--- config.mk ---
export PLATFORM = sky130hd
export DESIGN_NAME = i2c_spi_bridge
export DESIGN_NICKNAME = d
export VERILOG_FILES = /design/src/rtl/bridge_pkg.sv /design/src/rtl/bridge_fn_decode.sv /design/src/rtl/bridge_buffer.sv /design/src/rtl/bridge_host_fsm.sv /design/src/rtl/bridge_spi_seq.sv /design/src/rtl/i2c_spi_bridge.sv
export SDC_FILE = /design/constraint.sdc
export NUM_CORES = 2
export LEC_CHECK = 0
export BUFFER_PORTS_ARGS = -buffer_cell sky130_fd_sc_hd__buf_2
export CORE_UTILIZATION = 40
export DETAILED_ROUTE_END_ITERATION = 6
export SYNTH_ARGS = -nofsm -noshare
export SYNTH_HDL_FRONTEND = slang
export SYNTH_SLANG_ARGS = --single-unit
export TNS_END_PERCENT = 10
--- constraint.sdc ---
create_clock -name clk -period 10.6 [get_ports clk]
set_input_delay 2.12 -clock clk [delete_from_list [all_inputs] [get_ports clk]]
set_output_delay 2.12 -clock clk [all_outputs]
set_load 0.01 [all_outputs]
--- src/rtl/bridge_pkg.sv ---
package bridge_pkg;

    typedef enum logic [2:0] {
        PH_IDLE,
        PH_ADDR,
        PH_FUNC,
        PH_CFG,
        PH_WDATA,
        PH_DROP,
        PH_READ
    } host_phase_e;

    typedef enum logic [1:0] {
        SQ_IDLE,
        SQ_ISSUE,
        SQ_WAIT
    } seq_state_e;

    localparam logic [7:0] FN_CONFIG = 8'hF0;

endpackage

--- src/rtl/bridge_fn_decode.sv ---
module bridge_fn_decode #(
    parameter int NUM_CS   = 4,
    parameter bit SKIP_CS2 = 1'b0
) (
    input  logic [7:0]        fn_i,
    output logic              sel_ok_o,
    output logic [NUM_CS-1:0] mask_o
);

    for (genvar i = 0; i < NUM_CS; i++) begin : g_line
        if (SKIP_CS2 && i == 2) begin : g_absent
            assign mask_o[i] = 1'b0;
        end else begin : g_present
            assign mask_o[i] = fn_i[i];
        end
    end

    always_comb begin
        sel_ok_o = (fn_i[7:4] == 4'h0) && $onehot(fn_i[3:0]) && (|mask_o);
    end

endmodule

--- src/rtl/bridge_buffer.sv ---
module bridge_buffer #(
    parameter int DEPTH = 200,
    localparam int AW   = $clog2(DEPTH)
) (
    input  logic          clk,
    input  logic          wr_en_i,
    input  logic [AW-1:0] wr_addr_i,
    input  logic [7:0]    wr_data_i,
    input  logic [AW-1:0] rd_a_addr_i,
    output logic [7:0]    rd_a_data_o,
    input  logic [AW-1:0] rd_b_addr_i,
    output logic [7:0]    rd_b_data_o
);

    logic [7:0] mem_q [DEPTH];

    always_ff @(posedge clk) begin
        if (wr_en_i) begin
            mem_q[wr_addr_i] <= wr_data_i;
        end
    end

    always_comb begin
        rd_a_data_o = mem_q[rd_a_addr_i];
        rd_b_data_o = mem_q[rd_b_addr_i];
    end

endmodule

--- src/rtl/bridge_host_fsm.sv ---
module bridge_host_fsm
    import bridge_pkg::*;
#(
    parameter int         DEPTH    = 200,
    parameter int         NUM_CS   = 4,
    parameter logic [6:0] SLV_ADDR = 7'h51,
    localparam int        AW       = $clog2(DEPTH),
    localparam int        CW       = $clog2(DEPTH + 1)
) (
    input  logic              clk,
    input  logic              rst_n,
    input  logic              start_i,
    input  logic              stop_i,
    input  logic              byte_vld_i,
    input  logic [7:0]        byte_i,
    input  logic              rd_req_i,
    input  logic              busy_i,
    input  logic              dec_ok_i,
    input  logic [NUM_CS-1:0] dec_mask_i,
    input  logic [7:0]        buf_rdata_i,
    output logic              ack_vld_o,
    output logic              ack_o,
    output logic [7:0]        rd_data_o,
    output logic [7:0]        cfg_o,
    output logic              launch_o,
    output logic [CW-1:0]     len_o,
    output logic [NUM_CS-1:0] mask_o,
    output logic              wr_en_o,
    output logic [AW-1:0]     wr_addr_o,
    output logic [7:0]        wr_data_o,
    output logic [AW-1:0]     rd_addr_o,
    output logic              addr_phase_o
);

    localparam logic [CW-1:0] CAP      = CW'(DEPTH);
    localparam logic [AW-1:0] LAST_IDX = AW'(DEPTH - 1);

    typedef struct packed {
        host_phase_e       phase;
        logic [CW-1:0]     cnt;
        logic [NUM_CS-1:0] mask;
        logic [AW-1:0]     rptr;
        logic              ack_vld;
        logic              ack;
        logic [7:0]        rdat;
        logic              launch;
        logic [7:0]        cfg;
    } host_t;

    host_t q, d;
    logic  wr_en;
    logic  end_of_write;

    always_comb begin
        d            = q;
        d.ack_vld    = 1'b0;
        d.ack        = 1'b0;
        d.launch     = 1'b0;
        wr_en        = 1'b0;
        end_of_write = (q.phase == PH_WDATA) && (q.cnt != '0);

        if (start_i) begin
            d.launch = end_of_write;
            d.phase  = PH_ADDR;
        end else if (stop_i) begin
            d.launch = end_of_write;
            d.phase  = PH_IDLE;
        end else if (byte_vld_i) begin
            d.ack_vld = 1'b1;
            unique case (q.phase)
                PH_ADDR: begin
                    if (byte_i[7:1] == SLV_ADDR && !busy_i) begin
                        d.ack = 1'b1;
                        if (byte_i[0]) begin
                            d.phase = PH_READ;
                            d.rptr  = '0;
                        end else begin
                            d.phase = PH_FUNC;
                        end
                    end else begin
                        d.phase = PH_DROP;
                    end
                end
                PH_FUNC: begin
                    d.ack = 1'b1;
                    d.cnt = '0;
                    if (byte_i == FN_CONFIG) begin
                        d.phase = PH_CFG;
                    end else if (dec_ok_i) begin
                        d.phase = PH_WDATA;
                        d.mask  = dec_mask_i;
                    end else begin
                        d.phase = PH_DROP;
                    end
                end
                PH_CFG: begin
                    d.ack   = 1'b1;
                    d.cfg   = byte_i;
                    d.phase = PH_DROP;
                end
                PH_WDATA: begin
                    if (q.cnt < CAP) begin
                        d.ack = 1'b1;
                        wr_en = 1'b1;
                        d.cnt = q.cnt + CW'(1);
                    end
                end
                default: begin
                end
            endcase
        end else if (rd_req_i && q.phase == PH_READ) begin
            d.rdat = buf_rdata_i;
            if (q.rptr != LAST_IDX) begin
                d.rptr = q.rptr + AW'(1);
            end
        end
    end

    always_ff @(posedge clk or negedge rst_n) begin
        if (!rst_n) begin
            q <= '0;
        end else begin
            q <= d;
        end
    end

    always_comb begin
        ack_vld_o    = q.ack_vld;
        ack_o        = q.ack;
        rd_data_o    = q.rdat;
        cfg_o        = q.cfg;
        launch_o     = q.launch;
        len_o        = q.cnt;
        mask_o       = q.mask;
        wr_en_o      = wr_en;
        wr_addr_o    = q.cnt[AW-1:0];
        wr_data_o    = byte_i;
        rd_addr_o    = q.rptr;
        addr_phase_o = (q.phase == PH_ADDR);
    end

endmodule

--- src/rtl/bridge_spi_seq.sv ---
module bridge_spi_seq
    import bridge_pkg::*;
#(
    parameter int  DEPTH  = 200,
    parameter int  NUM_CS = 4,
    localparam int AW     = $clog2(DEPTH),
    localparam int CW     = $clog2(DEPTH + 1)
) (
    input  logic              clk,
    input  logic              rst_n,
    input  logic              launch_i,
    input  logic [CW-1:0]     len_i,
    input  logic [NUM_CS-1:0] mask_i,
    input  logic              done_i,
    output logic              sh_start_o,
    output logic              busy_o,
    output logic              wr_en_o,
    output logic [AW-1:0]     idx_o,
    output logic [NUM_CS-1:0] cs_n_o
);

    typedef struct packed {
        seq_state_e        state;
        logic [AW-1:0]     idx;
        logic [AW-1:0]     last;
        logic [NUM_CS-1:0] cs_n;
    } seq_t;

    seq_t q, d;
    logic wr_en;

    always_comb begin
        d     = q;
        wr_en = 1'b0;
        unique case (q.state)
            SQ_IDLE: begin
                if (launch_i) begin
                    d.state = SQ_ISSUE;
                    d.idx   = '0;
                    d.last  = AW'(len_i - CW'(1));
                    d.cs_n  = ~mask_i;
                end
            end
            SQ_ISSUE: begin
                d.state = SQ_WAIT;
            end
            SQ_WAIT: begin
                if (done_i) begin
                    wr_en = 1'b1;
                    if (q.idx == q.last) begin
                        d.state = SQ_IDLE;
                        d.cs_n  = '1;
                    end else begin
                        d.idx   = q.idx + AW'(1);
                        d.state = SQ_ISSUE;
                    end
                end
            end
            default: begin
                d.state = SQ_IDLE;
                d.cs_n  = '1;
            end
        endcase
    end

    always_ff @(posedge clk or negedge rst_n) begin
        if (!rst_n) begin
            q <= '{state: SQ_IDLE, idx: '0, last: '0, cs_n: '1};
        end else begin
            q <= d;
        end
    end

    always_comb begin
        sh_start_o = (q.state == SQ_ISSUE);
        busy_o     = (q.state != SQ_IDLE);
        wr_en_o    = wr_en;
        idx_o      = q.idx;
        cs_n_o     = q.cs_n;
    end

endmodule

--- src/rtl/i2c_spi_bridge.sv ---
module i2c_spi_bridge #(
    parameter int         DEPTH    = 200,
    parameter int         NUM_CS   = 4,
    parameter bit         SKIP_CS2 = 1'b0,
    parameter logic [6:0] SLV_ADDR = 7'h51
) (
    input  logic              clk,
    input  logic              rst_n,
    input  logic              bl_start_i,
    input  logic              bl_stop_i,
    input  logic              bl_byte_vld_i,
    input  logic [7:0]        bl_byte_i,
    input  logic              bl_rd_req_i,
    output logic              bl_ack_vld_o,
    output logic              bl_ack_o,
    output logic [7:0]        bl_rd_data_o,
    output logic              busy_o,
    output logic [7:0]        cfg_o,
    output logic              sh_start_o,
    output logic [7:0]        sh_tx_o,
    input  logic              sh_done_i,
    input  logic [7:0]        sh_rx_i,
    output logic [NUM_CS-1:0] cs_n_o
);

    localparam int AW = $clog2(DEPTH);
    localparam int CW = $clog2(DEPTH + 1);

    logic              dec_ok;
    logic [NUM_CS-1:0] dec_mask;
    logic              host_launch;
    logic [CW-1:0]     host_len;
    logic [NUM_CS-1:0] host_mask;
    logic              host_wr_en;
    logic [AW-1:0]     host_wr_addr;
    logic [7:0]        host_wr_data;
    logic [AW-1:0]     host_rd_addr;
    logic [7:0]        host_rd_data;
    logic              host_addr_phase;
    logic              seq_busy;
    logic              seq_wr_en;
    logic [AW-1:0]     seq_idx;
    logic              busy;
    logic              buf_wr_en;
    logic [AW-1:0]     buf_wr_addr;
    logic [7:0]        buf_wr_data;

    always_comb begin
        busy        = host_launch | seq_busy;
        busy_o      = busy;
        buf_wr_en   = seq_wr_en | host_wr_en;
        buf_wr_addr = seq_wr_en ? seq_idx : host_wr_addr;
        buf_wr_data = seq_wr_en ? sh_rx_i : host_wr_data;
    end

    bridge_fn_decode #(
        .NUM_CS   (NUM_CS),
        .SKIP_CS2 (SKIP_CS2)
    ) u_decode (
        .fn_i     (bl_byte_i),
        .sel_ok_o (dec_ok),
        .mask_o   (dec_mask)
    );

    bridge_host_fsm #(
        .DEPTH    (DEPTH),
        .NUM_CS   (NUM_CS),
        .SLV_ADDR (SLV_ADDR)
    ) u_host (
        .clk          (clk),
        .rst_n        (rst_n),
        .start_i      (bl_start_i),
        .stop_i       (bl_stop_i),
        .byte_vld_i   (bl_byte_vld_i),
        .byte_i       (bl_byte_i),
        .rd_req_i     (bl_rd_req_i),
        .busy_i       (busy),
        .dec_ok_i     (dec_ok),
        .dec_mask_i   (dec_mask),
        .buf_rdata_i  (host_rd_data),
        .ack_vld_o    (bl_ack_vld_o),
        .ack_o        (bl_ack_o),
        .rd_data_o    (bl_rd_data_o),
        .cfg_o        (cfg_o),
        .launch_o     (host_launch),
        .len_o        (host_len),
        .mask_o       (host_mask),
        .wr_en_o      (host_wr_en),
        .wr_addr_o    (host_wr_addr),
        .wr_data_o    (host_wr_data),
        .rd_addr_o    (host_rd_addr),
        .addr_phase_o (host_addr_phase)
    );

    bridge_spi_seq #(
        .DEPTH  (DEPTH),
        .NUM_CS (NUM_CS)
    ) u_seq (
        .clk        (clk),
        .rst_n      (rst_n),
        .launch_i   (host_launch),
        .len_i      (host_len),
        .mask_i     (host_mask),
        .done_i     (sh_done_i),
        .sh_start_o (sh_start_o),
        .busy_o     (seq_busy),
        .wr_en_o    (seq_wr_en),
        .idx_o      (seq_idx),
        .cs_n_o     (cs_n_o)
    );

    bridge_buffer #(
        .DEPTH (DEPTH)
    ) u_buf (
        .clk         (clk),
        .wr_en_i     (buf_wr_en),
        .wr_addr_i   (buf_wr_addr),
        .wr_data_i   (buf_wr_data),
        .rd_a_addr_i (host_rd_addr),
        .rd_a_data_o (host_rd_data),
        .rd_b_addr_i (seq_idx),
        .rd_b_data_o (sh_tx_o)
    );

endmodule

==> results by stage <==
Run status:
- The run finished, with violations left.
- The checks that failed: DRC.

Worst setup path:
- The sort of element at the start of the critical path is a flip-flop.
- The element type at the critical path end is an output pin.
- STA puts the critical path data required time at ~8.5 ns.
- In this run the worst path has a maximum fanout of 86.
- The slowest stage of the critical path belongs to the cell sky130_fd_sc_hd__a211oi_1.
- The critical path arrival is just under 6 ns.
- The worst setup path is of the flip-flop to output pin kind.
- Walking the worst path, the cells encountered are buf_12 -> mux4_2 -> a22o_1 -> a221oi_1 -> o22ai_1 -> a211oi_1 -> a21oi_1 -> mux2_2 -> buf_2.
- The largest stage delay on the critical path is 1.08 ns.

Synthesis:
- The mean cell area of the mapped netlist is about 19 sq um.
- Counting flops and latches in the post-synthesis netlist gives about 1700.
- In the synthesized netlist the dominant register cell turns out to be sky130_fd_sc_hd__edfxtp_1.
- Yosys mapped the design onto 87 distinct sky130hd cell types.
- The number of nets in the synthesized netlist is about 4200.
- For this run, the number of Yosys warnings is 0.
- The post-synthesis cell count is around 4200.
- The share of the Yosys chip area taken by registers is 62.85%.
- After synthesis, the largest area contributor takes up about three fifths of total cell area.
- After synthesis the cells add up to around 79000 sq um.
- The top cell type by total area after synthesis is sky130_fd_sc_hd__edfxtp_1.
- Yosys mapped a number of flops with a built-in enable equal to 1600.
- For this run, asynchronously set or reset flops after synthesis account for 3.846%.
- Sorting the synthesized cells by area gives the leading types as sky130_fd_sc_hd__edfxtp_1, sky130_fd_sc_hd__mux4_2, sky130_fd_sc_hd__mux2i_1.

Placement:
- The number of buffer cells added on primary ports is between 50 and 60.
- The final weighted congestion of routability-driven global placement is around 0.90.
- Summing all placed instances gives a cell area of between 80000 and 90000 sq um.
- The wire-length estimate of the detail-placed layout is between 150 and 200 mm.

CTS:
- Counting every sink on the clock net gives 1664.
- After clock tree synthesis, the flow added hold-fix buffers numbering 0.
- The H-tree generated during clock tree synthesis spans 4 levels.
- Clock tree synthesis selected as its root buffer the cell sky130_fd_sc_hd__clkbuf_16.
- Counting the buffers created by CTS gives roughly 180.
- Once the clock tree was built, the setup fixing pass inserted 0 buffers.
- The number of buffers on the longest clock path is 3.
- The clock transition at the registers of the reported paths is ~0.06 ns.
- At the later pin of the worst-skew pair, clock insertion delay measures between 0.8 and 0.9 ns.
- The clock tree from TritonCTS is built.
- Post-CTS repair changed the size of 0 cells.

Floorplan:
- The height of the chip is ~450 um.
- The die covers around 200000 sq um.
- The placeable core region is slightly below 200000 sq um.
- The row count is around 160.
- For this design the top-level I/O count stands at 55.
- The starting density of the core is between 40% and 50%.
- The width of the die is roughly 450 um.

Timing:
- The timing-limited maximum frequency is 123.6 MHz.
- The hold violation count in the final report is 0.
- The worst path in the final design needs a cycle of between 8 and 9 ns, including I/O delays and setup.
- The number of setup violations in the final report is 0.
- The relative slew slack is about 5.6%.
- At the pin with the least slew margin, the transition time is 1.411 ns.
- The number of pins exceeding their max-slew limit in the final report came to 0.
- Setup repair after global routing left no endpoint under its margin.
- The final period utilization is 76.32%.
- Setup total negative slack on the finished layout was measured at 0 ns.
- The setup skew after layout is 0.03792 ns.

Cells and area:
- Compared with the post-synthesis result, the final layout area differs by 10.63%.
- The library cell used most frequently in the layout, excluding fill and tap cells, is sky130_fd_sc_hd__edfxtp_1.
- The sequential cell area in the final layout is 49680 sq um.
- The area of all placed cells without fillers is about 90000 sq um.
- The number of fill cells in the layout is approximately 17000.
- The proportion of layout cells with a drive suffix above 1 is slightly above 30%.
- 0 antenna diodes ended up in the layout.
- After the last flow step, the layout net total stands at between 4000 and 5000.
- Leaving out fill and tap cells, the most frequent cells in the layout are sky130_fd_sc_hd__edfxtp_1, sky130_fd_sc_hd__mux4_2, sky130_fd_sc_hd__nor2_1.
- The area of the multi-input gates is between 20000 and 30000 sq um.

Global routing:
- The number of antenna violations at the first check in global routing is 7.
- The first global-routing pass estimated between 300 and 400 mm of wire.
- The via count of the first global-routing pass is approximately 45000.
- The total routing usage reported by global routing is between 20% and 30%.
- The total overflow left after global routing is 0.
- Entering global routing, the biggest net connects 201 pins.

Drt:
- The iteration-0 DRC count of the detailed router is around 6300.
- The post-route antenna net violation count is 0.
- The number of vias per cell is between 6 and 7.
- The first-pass iteration count of the detailed router is 7.
- In the final routed layout, each cell accounts on average for 36.19 um.
- The count of unresolved DRC violations after routing is 1.
- The final wirelength is around 250 mm.
- The total via count in the routed design is approximately 46000.

Power and ir drop:
- For this design the static power due to leakage is about 28 nW.
- In this run the power density over the cells is between 200 and 250 nW/um^2.
- The worst-case IR drop observed on VDD is roughly 0.18 mV.

Min path:
- In this run the worst hold path is classified as flip-flop to flip-flop.

Job:
- Max-cap violations in this run came to 0.
[cell type report]
| type | count | area share, % |
|---|---|---|
| sequential | 1664 | 56.84 |
| clock buffer | 225 | 5.406 |
| inverter | 14 | 0.07158 |
| timing repair buffer | 193 | 1.721 |
| multi-input combinational | 2162 | 31.15 |
| clock inverter | 100 | 1.057 |
| tap | 2624 | 3.757 |
[flip-flops by register name (all words and copies together), names as in the netlist, 3 cells and up]
signal,count
u_host.cfg_o,8
u_host.len_o,8
u_seq.q,10
u_seq.cs_n_o,4
u_buf.mem_q,1600
u_host.mask_o,4
u_host.q,3
u_host.rd_addr_o,8
u_host.rd_data_o,8
u_seq.idx_o,8
[synthesized netlist by cell type (24+ instances only)]
| master | count |
|---|---|
| sky130_fd_sc_hd__buf_6 | 37 |
| sky130_fd_sc_hd__mux4_2 | 810 |
| sky130_fd_sc_hd__nor2_1 | 277 |
| sky130_fd_sc_hd__o21ai_0 | 59 |
| sky130_fd_sc_hd__a221oi_1 | 52 |
| sky130_fd_sc_hd__nor3_1 | 24 |
| sky130_fd_sc_hd__buf_1 | 25 |
| sky130_fd_sc_hd__a21oi_1 | 64 |
| sky130_fd_sc_hd__buf_4 | 45 |
| sky130_fd_sc_hd__nand3_1 | 30 |
| sky130_fd_sc_hd__a22oi_1 | 66 |
| sky130_fd_sc_hd__mux2i_1 | 217 |
| sky130_fd_sc_hd__dfrtp_1 | 60 |
| sky130_fd_sc_hd__clkbuf_1 | 132 |
| sky130_fd_sc_hd__buf_2 | 92 |
| sky130_fd_sc_hd__edfxtp_1 | 1600 |
| sky130_fd_sc_hd__nand2_1 | 192 |
[worst max-delay path, delay by kind of cell, from the launching register on]
kind / cells / cell delay [ns]
muxes: 2 / 0.98
DFF: 1 / 1.05
buffers and inverters: 2 / 0.67
AOI/OAI and AO/OA: 5 / 2.17
[metal layers]
| layer | vias up | wire, um | track usage (%) |
|---|---|---|---|
| met5 | - | 37 | 0 |
| met1 | 24620 | 99340 | 35.43 |
| met3 | 558 | 26250 | 5.398 |
| met4 | 6 | 13430 | 12.38 |
| li1 | 17810 | - | - |
| met2 | 2940 | 113600 | 37.57 |
[cells by family (layout without fill, tap and decap cells)]
kind of cell,count (synthesis),after routing,share of synthesized area [%]
DFF,1664,1664,62.85
muxes,1052,1052,26.25
and+or+nand+nor,640,640,3.578
AOI/OAI and AO/OA,430,430,3.928
buffers and inverters,370,532,2.883
xor gates and xnor gates,29,29,0.3215
adders and majority gates,11,11,0.1837
[power breakdown]
group | switching [mW] | internal, mW | total [mW]
clock | 2.69 | 3.42 | 6.11
combinational | 2.69 | 1.81 | 4.50
sequential | 0.169 | 7.59 | 7.76
total | 5.55 | 12.8 | 18.4
[through the flow]
stage	setup slack [ns]	util, %	hold slack [ns]	instances	total power, mW
after floorplan	-1.771	-	0.4510	4196	10.93
after CTS	2.565	44.68	0.4819	6982	18.38
after detailed placement	3.475	41.79	0.4671	6657	12.35
after global routing	2.445	44.68	0.4981	6982	18.81
final	2.510	44.68	0.4759	6982	18.37
after global placement	3.522	41.79	0.4573	6657	12.32
[worst paths after layout]
| check | to | cells after the start | slack, ns | from |
|---|---|---|---|---|
| setup reg to reg | u_host.rd_data_o[7] | 9 | 5.46 | u_host.rd_addr_o[1] |
| max in group asynchronous | u_seq.idx_o[2] | 2 | 8.40 | rst_n |
| hold reg to reg | u_host.cfg_o[0] | 2 | 0.48 | u_host.cfg_o[0] |
| min in group asynchronous | u_host.cfg_o[3] | 1 | 1.15 | rst_n |
| hold / removal | u_host.cfg_o[0] | 2 | 0.48 | u_host.cfg_o[0] |
| setup / recovery | sh_tx_o[3] | 9 | 2.51 | u_seq.idx_o[0] |
(Power assumes the default switching activity.)
